File: src/rtl/errcap_pkg.sv
// Shared encodings for the packet error data capture block.
// Assumes the checker presents error code and packet kind with the header.
package errcap_pkg;

    localparam int CODE_W = 4;
    localparam int KIND_W = 3;

    // Error classes reported by the upstream checker
    typedef enum logic [CODE_W-1:0] {
        ERR_INVAL_BAD = 4'd0,
        ERR_REQ_ADDR  = 4'd1,
        ERR_REQ_DATA  = 4'd2,
        ERR_RSP_DATA  = 4'd3,
        ERR_RSP_LONG  = 4'd4,
        ERR_REQ_LONG  = 4'd5,
        ERR_RSP_SHORT = 4'd6,
        ERR_REQ_SHORT = 4'd7,
        ERR_RSP_CMD   = 4'd8,
        ERR_REQ_CMD   = 4'd9
    } err_code_e;

    // Packet kinds carried by the header
    typedef enum logic [KIND_W-1:0] {
        KIND_PIO_RD  = 3'd0,
        KIND_PIO_WR  = 3'd1,
        KIND_INVAL   = 3'd2,
        KIND_VEC_RD  = 3'd3,
        KIND_VEC_WR  = 3'd4,
        KIND_VEC_RSP = 3'd5,
        KIND_PIO_RSP = 3'd6
    } pkt_kind_e;

    // What to do when an erroneous header arrives
    typedef enum logic [1:0] {
        ACT_NONE = 2'd0,
        ACT_LOCK = 2'd1,
        ACT_ARM  = 2'd2
    } cap_act_e;

endpackage

File: src/rtl/errcap_flit_tracker.sv
// Flit position tracker.
// Numbers every flit inside a packet, starting at 1 on the header. The
// counter saturates at its top value. Body flits that arrive outside any
// packet get number 0, so they never match a target.
// Assumes: flit_head marks flit 1 and flit_tail marks the last flit.
module errcap_flit_tracker #(
    parameter int IDX_W = 4
) (
    input  logic             clk,
    input  logic             rst_n,
    input  logic             flit_valid,
    input  logic             flit_head,
    input  logic             flit_tail,
    output logic [IDX_W-1:0] cur_idx
);

    localparam logic [IDX_W-1:0] IDX_MAX = {IDX_W{1'b1}};
    localparam logic [IDX_W-1:0] IDX_ONE = IDX_W'(1);

    logic [IDX_W-1:0] cnt_q;
    logic             in_pkt_q;
    logic [IDX_W-1:0] next_body;

    // Number of the next body flit, saturating at the top value
    always_comb begin
        next_body = (cnt_q == IDX_MAX) ? cnt_q : cnt_q + IDX_ONE;
    end

    // Number of the flit on the bus this cycle
    always_comb begin
        if (!flit_valid)     cur_idx = '0;
        else if (flit_head)  cur_idx = IDX_ONE;
        else if (in_pkt_q)   cur_idx = next_body;
        else                 cur_idx = '0;
    end

    // Track the position within the packet and whether a packet is open
    always_ff @(posedge clk) begin
        if (!rst_n) begin
            cnt_q    <= '0;
            in_pkt_q <= 1'b0;
        end else if (flit_valid) begin
            if (flit_head) begin
                cnt_q    <= IDX_ONE;
                in_pkt_q <= !flit_tail;
            end else if (in_pkt_q) begin
                cnt_q    <= next_body;
                in_pkt_q <= !flit_tail;
            end
        end
    end

endmodule

File: src/rtl/errcap_target_decode.sv
// Target decoder.
// Maps error code and packet kind to an action: record nothing, lock the
// register without data, or arm a capture of a given flit number.
// Assumes: inputs are only meaningful while hdr_err is high.
module errcap_target_decode
    import errcap_pkg::*;
#(
    parameter int IDX_W = 4
) (
    input  logic              hdr_err,
    input  logic [CODE_W-1:0] hdr_err_code,
    input  logic [KIND_W-1:0] hdr_kind,
    output cap_act_e          act,
    output logic [IDX_W-1:0]  tgt
);

    localparam logic [IDX_W-1:0] FLIT_2 = IDX_W'(2);
    localparam logic [IDX_W-1:0] FLIT_3 = IDX_W'(3);

    logic is_vec_req;
    logic is_vec_any;

    // Classify the packet kind
    always_comb begin
        is_vec_req = (hdr_kind == KIND_VEC_RD) || (hdr_kind == KIND_VEC_WR);
        is_vec_any = is_vec_req || (hdr_kind == KIND_VEC_RSP);
    end

    // Choose the action and target flit for this error
    always_comb begin
        act = ACT_NONE;
        tgt = '0;
        if (hdr_err) begin
            case (err_code_e'(hdr_err_code))
                ERR_INVAL_BAD: begin
                    act = ACT_ARM;
                    tgt = FLIT_2;
                end
                ERR_REQ_ADDR, ERR_REQ_DATA: begin
                    if (is_vec_req) begin
                        act = ACT_ARM;
                        tgt = FLIT_3;
                    end else if (hdr_kind == KIND_PIO_WR || hdr_kind == KIND_INVAL) begin
                        act = ACT_ARM;
                        tgt = FLIT_2;
                    end
                end
                ERR_RSP_DATA: begin
                    act = ACT_ARM;
                    tgt = FLIT_3;
                end
                ERR_RSP_LONG: begin
                    act = ACT_ARM;
                    tgt = is_vec_any ? FLIT_3 : FLIT_2;
                end
                ERR_REQ_LONG: begin
                    if (hdr_kind == KIND_PIO_RD) begin
                        act = ACT_LOCK;
                    end else begin
                        act = ACT_ARM;
                        tgt = is_vec_any ? FLIT_3 : FLIT_2;
                    end
                end
                ERR_RSP_SHORT, ERR_REQ_SHORT, ERR_RSP_CMD, ERR_REQ_CMD: begin
                    act = ACT_LOCK;
                end
                default: begin
                    act = ACT_NONE;
                end
            endcase
        end
    end

endmodule

File: src/rtl/errcap_capture_reg.sv
// Capture register.
// Holds the armed target and the software-visible valid flag and data.
// Arms on an erroneous header only while the valid flag is clear. Latches
// the flit whose number matches the target. Disarms at the packet tail.
// Clear takes priority over everything else.
// Assumes: header and body strobes are never high together.
module errcap_capture_reg
    import errcap_pkg::*;
#(
    parameter int DATA_W = 64,
    parameter int IDX_W  = 4
) (
    input  logic              clk,
    input  logic              rst_n,
    input  logic              hdr_fire,
    input  logic              body_fire,
    input  logic              flit_tail,
    input  logic [IDX_W-1:0]  cur_idx,
    input  logic [DATA_W-1:0] flit_data,
    input  cap_act_e          act,
    input  logic [IDX_W-1:0]  tgt,
    input  logic              sw_clear,
    output logic              valid_o,
    output logic [DATA_W-1:0] data_o
);

    logic             armed_q;
    logic [IDX_W-1:0] tgt_q;
    logic             hit;

    // A body flit matches the armed target
    always_comb begin
        hit = body_fire && armed_q && (cur_idx == tgt_q);
    end

    // Arm, capture, lock and clear sequencing
    always_ff @(posedge clk) begin
        if (!rst_n) begin
            armed_q <= 1'b0;
            tgt_q   <= '0;
            valid_o <= 1'b0;
            data_o  <= '0;
        end else if (sw_clear) begin
            valid_o <= 1'b0;
            armed_q <= 1'b0;
        end else if (hdr_fire) begin
            armed_q <= 1'b0;
            if (!valid_o && act == ACT_LOCK) begin
                valid_o <= 1'b1;
            end else if (!valid_o && act == ACT_ARM && !flit_tail) begin
                armed_q <= 1'b1;
                tgt_q   <= tgt;
            end
        end else if (body_fire) begin
            if (hit) begin
                data_o  <= flit_data;
                valid_o <= 1'b1;
                armed_q <= 1'b0;
            end else if (flit_tail) begin
                armed_q <= 1'b0;
            end
        end
    end

endmodule

File: src/rtl/pkt_err_capture.sv
// Packet error data capture, top level.
// Ties together the flit tracker, the target decoder and the capture
// register. Header strobes go to the decoder, and every flit is numbered
// for the capture register.
// Assumes: error code and kind are valid in the header cycle.
module pkt_err_capture
    import errcap_pkg::*;
#(
    parameter int DATA_W = 64,
    parameter int IDX_W  = 4
) (
    input  logic              clk,
    input  logic              rst_n,
    input  logic              flit_valid,
    input  logic              flit_head,
    input  logic              flit_tail,
    input  logic [DATA_W-1:0] flit_data,
    input  logic [KIND_W-1:0] hdr_kind,
    input  logic              hdr_err,
    input  logic [CODE_W-1:0] hdr_err_code,
    input  logic              sw_clear,
    output logic              err_valid_o,
    output logic [DATA_W-1:0] err_data_o
);

    logic [IDX_W-1:0] cur_idx;
    logic [IDX_W-1:0] tgt;
    cap_act_e         act;
    logic             hdr_fire;
    logic             body_fire;

    // Split flit strobes into header and body
    always_comb begin
        hdr_fire  = flit_valid && flit_head;
        body_fire = flit_valid && !flit_head;
    end

    errcap_flit_tracker #(.IDX_W(IDX_W)) tracker_i (
        .clk        (clk),
        .rst_n      (rst_n),
        .flit_valid (flit_valid),
        .flit_head  (flit_head),
        .flit_tail  (flit_tail),
        .cur_idx    (cur_idx)
    );

    errcap_target_decode #(.IDX_W(IDX_W)) decode_i (
        .hdr_err      (hdr_err),
        .hdr_err_code (hdr_err_code),
        .hdr_kind     (hdr_kind),
        .act          (act),
        .tgt          (tgt)
    );

    errcap_capture_reg #(.DATA_W(DATA_W), .IDX_W(IDX_W)) capture_i (
        .clk       (clk),
        .rst_n     (rst_n),
        .hdr_fire  (hdr_fire),
        .body_fire (body_fire),
        .flit_tail (flit_tail),
        .cur_idx   (cur_idx),
        .flit_data (flit_data),
        .act       (act),
        .tgt       (tgt),
        .sw_clear  (sw_clear),
        .valid_o   (err_valid_o),
        .data_o    (err_data_o)
    );

endmodule

File: config.mk
export PLATFORM = sky130hd
export DESIGN_NAME = pkt_err_capture
export DESIGN_NICKNAME = d
export VERILOG_FILES = /design/src/rtl/errcap_pkg.sv /design/src/rtl/errcap_flit_tracker.sv /design/src/rtl/errcap_target_decode.sv /design/src/rtl/errcap_capture_reg.sv /design/src/rtl/pkt_err_capture.sv
export SDC_FILE = /design/constraint.sdc
export NUM_CORES = 1
export LEC_CHECK = 0
export BUFFER_PORTS_ARGS = -buffer_cell sky130_fd_sc_hd__buf_4
export CORE_MARGIN = 1.5
export CORE_UTILIZATION = 48
export CTS_CLUSTER_SIZE = 40
export DETAILED_ROUTE_END_ITERATION = 12
export MAX_ROUTING_LAYER = met4
export PLACE_DENSITY = 0.84
export REMOVE_ABC_BUFFERS = 1
export SLEW_MARGIN = 10
export SYNTH_ARGS = -nofsm -noshare
export SYNTH_HDL_FRONTEND = slang
export SYNTH_HIERARCHICAL = 1
export SYNTH_SLANG_ARGS = --single-unit
File: constraint.sdc
create_clock -name clk -period 2.85 [get_ports clk]
set_input_delay 0.4275 -clock clk [delete_from_list [all_inputs] [get_ports clk]]
set_output_delay 0.4275 -clock clk [all_outputs]
set_load 0.02 [all_outputs]
==> impl_metrics.py <==
metrics = {
    "route": {
        "firstDrtPassIters": 4,
        "wl_per_cell_um": 13.0,
        "via_per_inst": 4.91,
        "totalWireLength_mm": 7.91,
        "drc_errors": 0,
        "vias": 2980,
        "ant_nets": 0,
        "first_iter_violations": 107,
    },
    "cells_and_area": {
        "area_delta_synth_final_pct": 35.7,
        "num_antenna_cells": 0,
        "nets": 585,
        "drive_gt1_share_pct": 32.9,
        "fillCellCount": 534,
        "finalNonFillerCells": 607,
        "final_cell_mix": "buf_4, nand2_1, dfxtp_1",
        "final_common_cell": "buf_4",
    },
    "cts": {
        "htree_levels": 3,
        "postCtsSetupBuffers": 0,
        "cts_tree": "yes",
        "clk_pin_slew_ns": 0.08,
        "clk_latency_ns": 0.34,
        "clk_path_buf_depth": 2,
        "cts-root-buf": "clkbuf_8",
        "numClockSinks": 75,
        "ctsResizeCount": 0,
        "cts_made_buffers": 9,
        "ctsHoldBuffers": 0,
    },
    "logic_synthesis": {
        "syn_area_per_cell_um2": 9.17,
        "yosysSeqAreaShare_pct": 43.7,
        "synth_ff_type": "dfxtp_1",
        "synth_area_leaders": "dfxtp_1, mux2i_1, nand2_1, buf_12, clkbuf_1",
        "yosysTopAreaCell": "dfxtp_1",
        "synth_warnings": 6,
        "synth_adder_area_share_pct": 0.364,
        "syn_inst": 375,
        "synthXorXnorAreaFrac_pct": 1.53,
        "ys_seq_elements": 75,
        "synth-edff-count": 0,
        "synthSimpleGateAreaFrac_pct": 21.4,
        "synth_top_cell_area_share_pct": 43.7,
        "synth.distinct_cells": 46,
        "async_reset_ff_share_pct": 0,
        "synth_top_family_by_area": "simple AND/OR/NAND/NOR gates",
        "syn_area_um2": 3440,
        "muxShareOfSynthArea_pct": 20.4,
        "synth_compound_area_share_pct": 5.57,
    },
    "sta": {
        "finClkSkew_ns": 0.0114,
        "max_freq_mhz": 391,
        "period_share_pct": 89.8,
        "slew_headroom_pct": 67.3,
        "rsz0062_at_grt": "no",
        "fin_hold_ws_ns": 0.331,
        "setup_ws_ns": 0.291,
        "setup_viol": 0,
        "final_max_slew_viol_count": 0,
        "hold_viol_final": 0,
        "min_period_ns": 2.56,
        "worst_pin_slew_ns": 0.485,
        "tns_ns": 0,
    },
    "min_path": {
        "min_to": "capture_i/data_o[60]$_SDFFE_PN0P_",
        "hold_path_depth": 3,
        "hp-class": "in -> reg",
        "min_from": "flit_data[60]",
    },
    "power": {
        "power.share.clock_pct": 39.4,
        "p_leak_nw": 1.96,
        "seq_power_share_pct": 51.5,
        "swShare_pct": 23.8,
        "switchingPower_uw": 485,
        "p_int_mw": 1.56,
        "irDropWorstVdd_uv": 286,
        "powerDensity_nw_per_um2": 438,
        "p_total_mw": 2.04,
        "combPwrFrac_pct": 9.1,
    },
    "setup_path": {
        "crit_fanout": 34,
        "worstPathArrival_ns": 2.83,
        "rrSetupSlack_ns": 0.29,
        "crit_chain": "ha_1 -> nand3_1 -> xor2_1 -> o21a_1 -> xnor2_1 -> nand3_1 -> nor4_4 -> buf_12 -> mux2i_1",
        "cp_slowest_stage_delay_ns": 0.41,
        "r2r_end": "capture_i/data_o[10]$_SDFFE_PN0P_",
        "critPathRequiredTime_ns": 3.12,
        "crit_slowest_cell": "dfxtp_1",
        "critPathKind": "reg -> reg",
        "cp-end-kind": "flop",
        "rr_worst_depth": 9,
        "reg2reg_from": "tracker_i/cnt_q[0]$_SDFFE_PN0P_",
        "crit_top_cell": "nand3_1",
        "cp-start-kind": "flop",
    },
    "floorplanning": {
        "die_area_um2": 7680,
        "start_util_pct": 50.0,
        "row_count": 30,
        "die_width_um": 87.6,
        "io_pins": 143,
        "coreArea_um2": 6870,
        "die_y_um": 87.6,
    },
    "global_route": {
        "grt_max_degree": 93,
        "gr-usage-all-layers_pct": 21.4,
        "grt_pass1_vias": 2800,
        "antenna_found_initial": 0,
        "grt_overflow": 0,
        "grt_pass1_wl_mm": 12.6,
    },
    "placed_design": {
        "gp_congestion": 0.814,
        "dp_hpwl_mm": 5.64,
        "numPortBuffers": 142,
        "placed_cells": 591,
        "post-place-ws_ns": 0.334,
    },
    "job": {
        "maxCapViolations": 0,
    },
    "run_status": {
        "status": "finished, final reports clean",
    },
}
==> logic make-up (layout without fill, tap and decap cells) <==
group	count (synthesis)	in the layout
adder cells (fa/ha/maj)	1	1
AND/OR/NAND/NOR	166	166
flip-flops	75	75
XOR/XNOR	6	6
buffers and inverters	30	165
multiplexers	70	70
other	1	2
AO/OA/AOI/OAI	26	26
==> synthesized netlist by cell type (2+ instances only) <==
library cell,n
a21oi_1,3
a31oi_1,2
a32o_1,2
buf_12,6
buf_4,3
buf_6,2
clkbuf_1,14
dfxtp_1,75
inv_1,4
mux2i_1,70
nand2_1,131
nand2b_1,2
nand3_1,4
nand3b_1,3
nor2_1,2
nor2b_1,5
nor3_1,6
o211a_1,2
o21a_1,5
o21ai_0,4
xnor2_1,4
xor2_1,2
==> flip-flops by register name, indices dropped and copies added, names as in the netlist <==
| name | count |
|---|---|
| capture_i/armed_q | 1 |
| capture_i/data_o | 64 |
| capture_i/tgt_q | 4 |
| capture_i/valid_o | 1 |
| tracker_i/cnt_q | 4 |
| tracker_i/in_pkt_q | 1 |
==> per-layer routing <==
layer	share of wire (%)	up-vias	GRT usage, %
met1	42	1349	24.7
met4	1.7	0	7.79
met3	9.1	11	8.77
met5	0	-	-
li1	-	1506	-
met2	47	114	33.4
==> how the worst max path moves through the flow <==
stage                     slack [ns]                                end                             from
final                           0.29  capture_i/data_o[10]$_SDFFE_PN0P_  tracker_i/cnt_q[0]$_SDFFE_PN0P_
after detailed placement        0.33  capture_i/data_o[11]$_SDFFE_PN0P_  tracker_i/cnt_q[0]$_SDFFE_PN0P_
after global placement          0.45   capture_i/data_o[4]$_SDFFE_PN0P_  tracker_i/cnt_q[0]$_SDFFE_PN0P_
after floorplan                -4.09   capture_i/data_o[0]$_SDFFE_PN0P_  tracker_i/cnt_q[0]$_SDFFE_PN0P_
after global routing            0.01  capture_i/data_o[21]$_SDFFE_PN0P_  tracker_i/cnt_q[0]$_SDFFE_PN0P_
after CTS                       0.29  capture_i/data_o[10]$_SDFFE_PN0P_  tracker_i/cnt_q[0]$_SDFFE_PN0P_
==> power groups by stage <==
stage                     sequential, mW  combinational [mW]  clock [mW]
after floorplan                     1.08              0.0548           0
after global placement              1.08               0.178           0
after detailed placement            1.08               0.184           0
after CTS                           1.05               0.185       0.825
after global routing                1.05               0.204       0.860
final                               1.05               0.185       0.804
==> worst max-delay path, delay by kind of cell, from the launching register on <==
| kind | cells | cell delay (ns) |
|---|---|---|
| simple gates | 3 | 0.74 |
| mux | 1 | 0.24 |
| compound gates | 1 | 0.18 |
| fa+ha+maj | 1 | 0.28 |
| buf+inv | 1 | 0.29 |
| flops | 1 | 0.41 |
| xor+xnor | 2 | 0.32 |
==> per-stage QoR <==
stage	area, um^2	utilization, %
2_1_floorplan	3220	-
3_3_place_gp	4470	65.1
3_5_place_dp	4470	65.1
4_1_cts	4670	67.9
5_1_grt	4670	67.9
6_report	4670	67.9
==> area by class of cell <==
class                      instances  area, um^2  area share [%]
tap                               96         120            2.57
clock inverter                     6        65.1            1.39
timing repair buffer             145        1130            24.1
inverter                           4        15.0           0.322
multi-input combinational        271        1710            36.7
clock buffer                      10         128            2.74
sequential                        75        1500            32.2
Note: power is estimated with default switching activity, not from simulation.
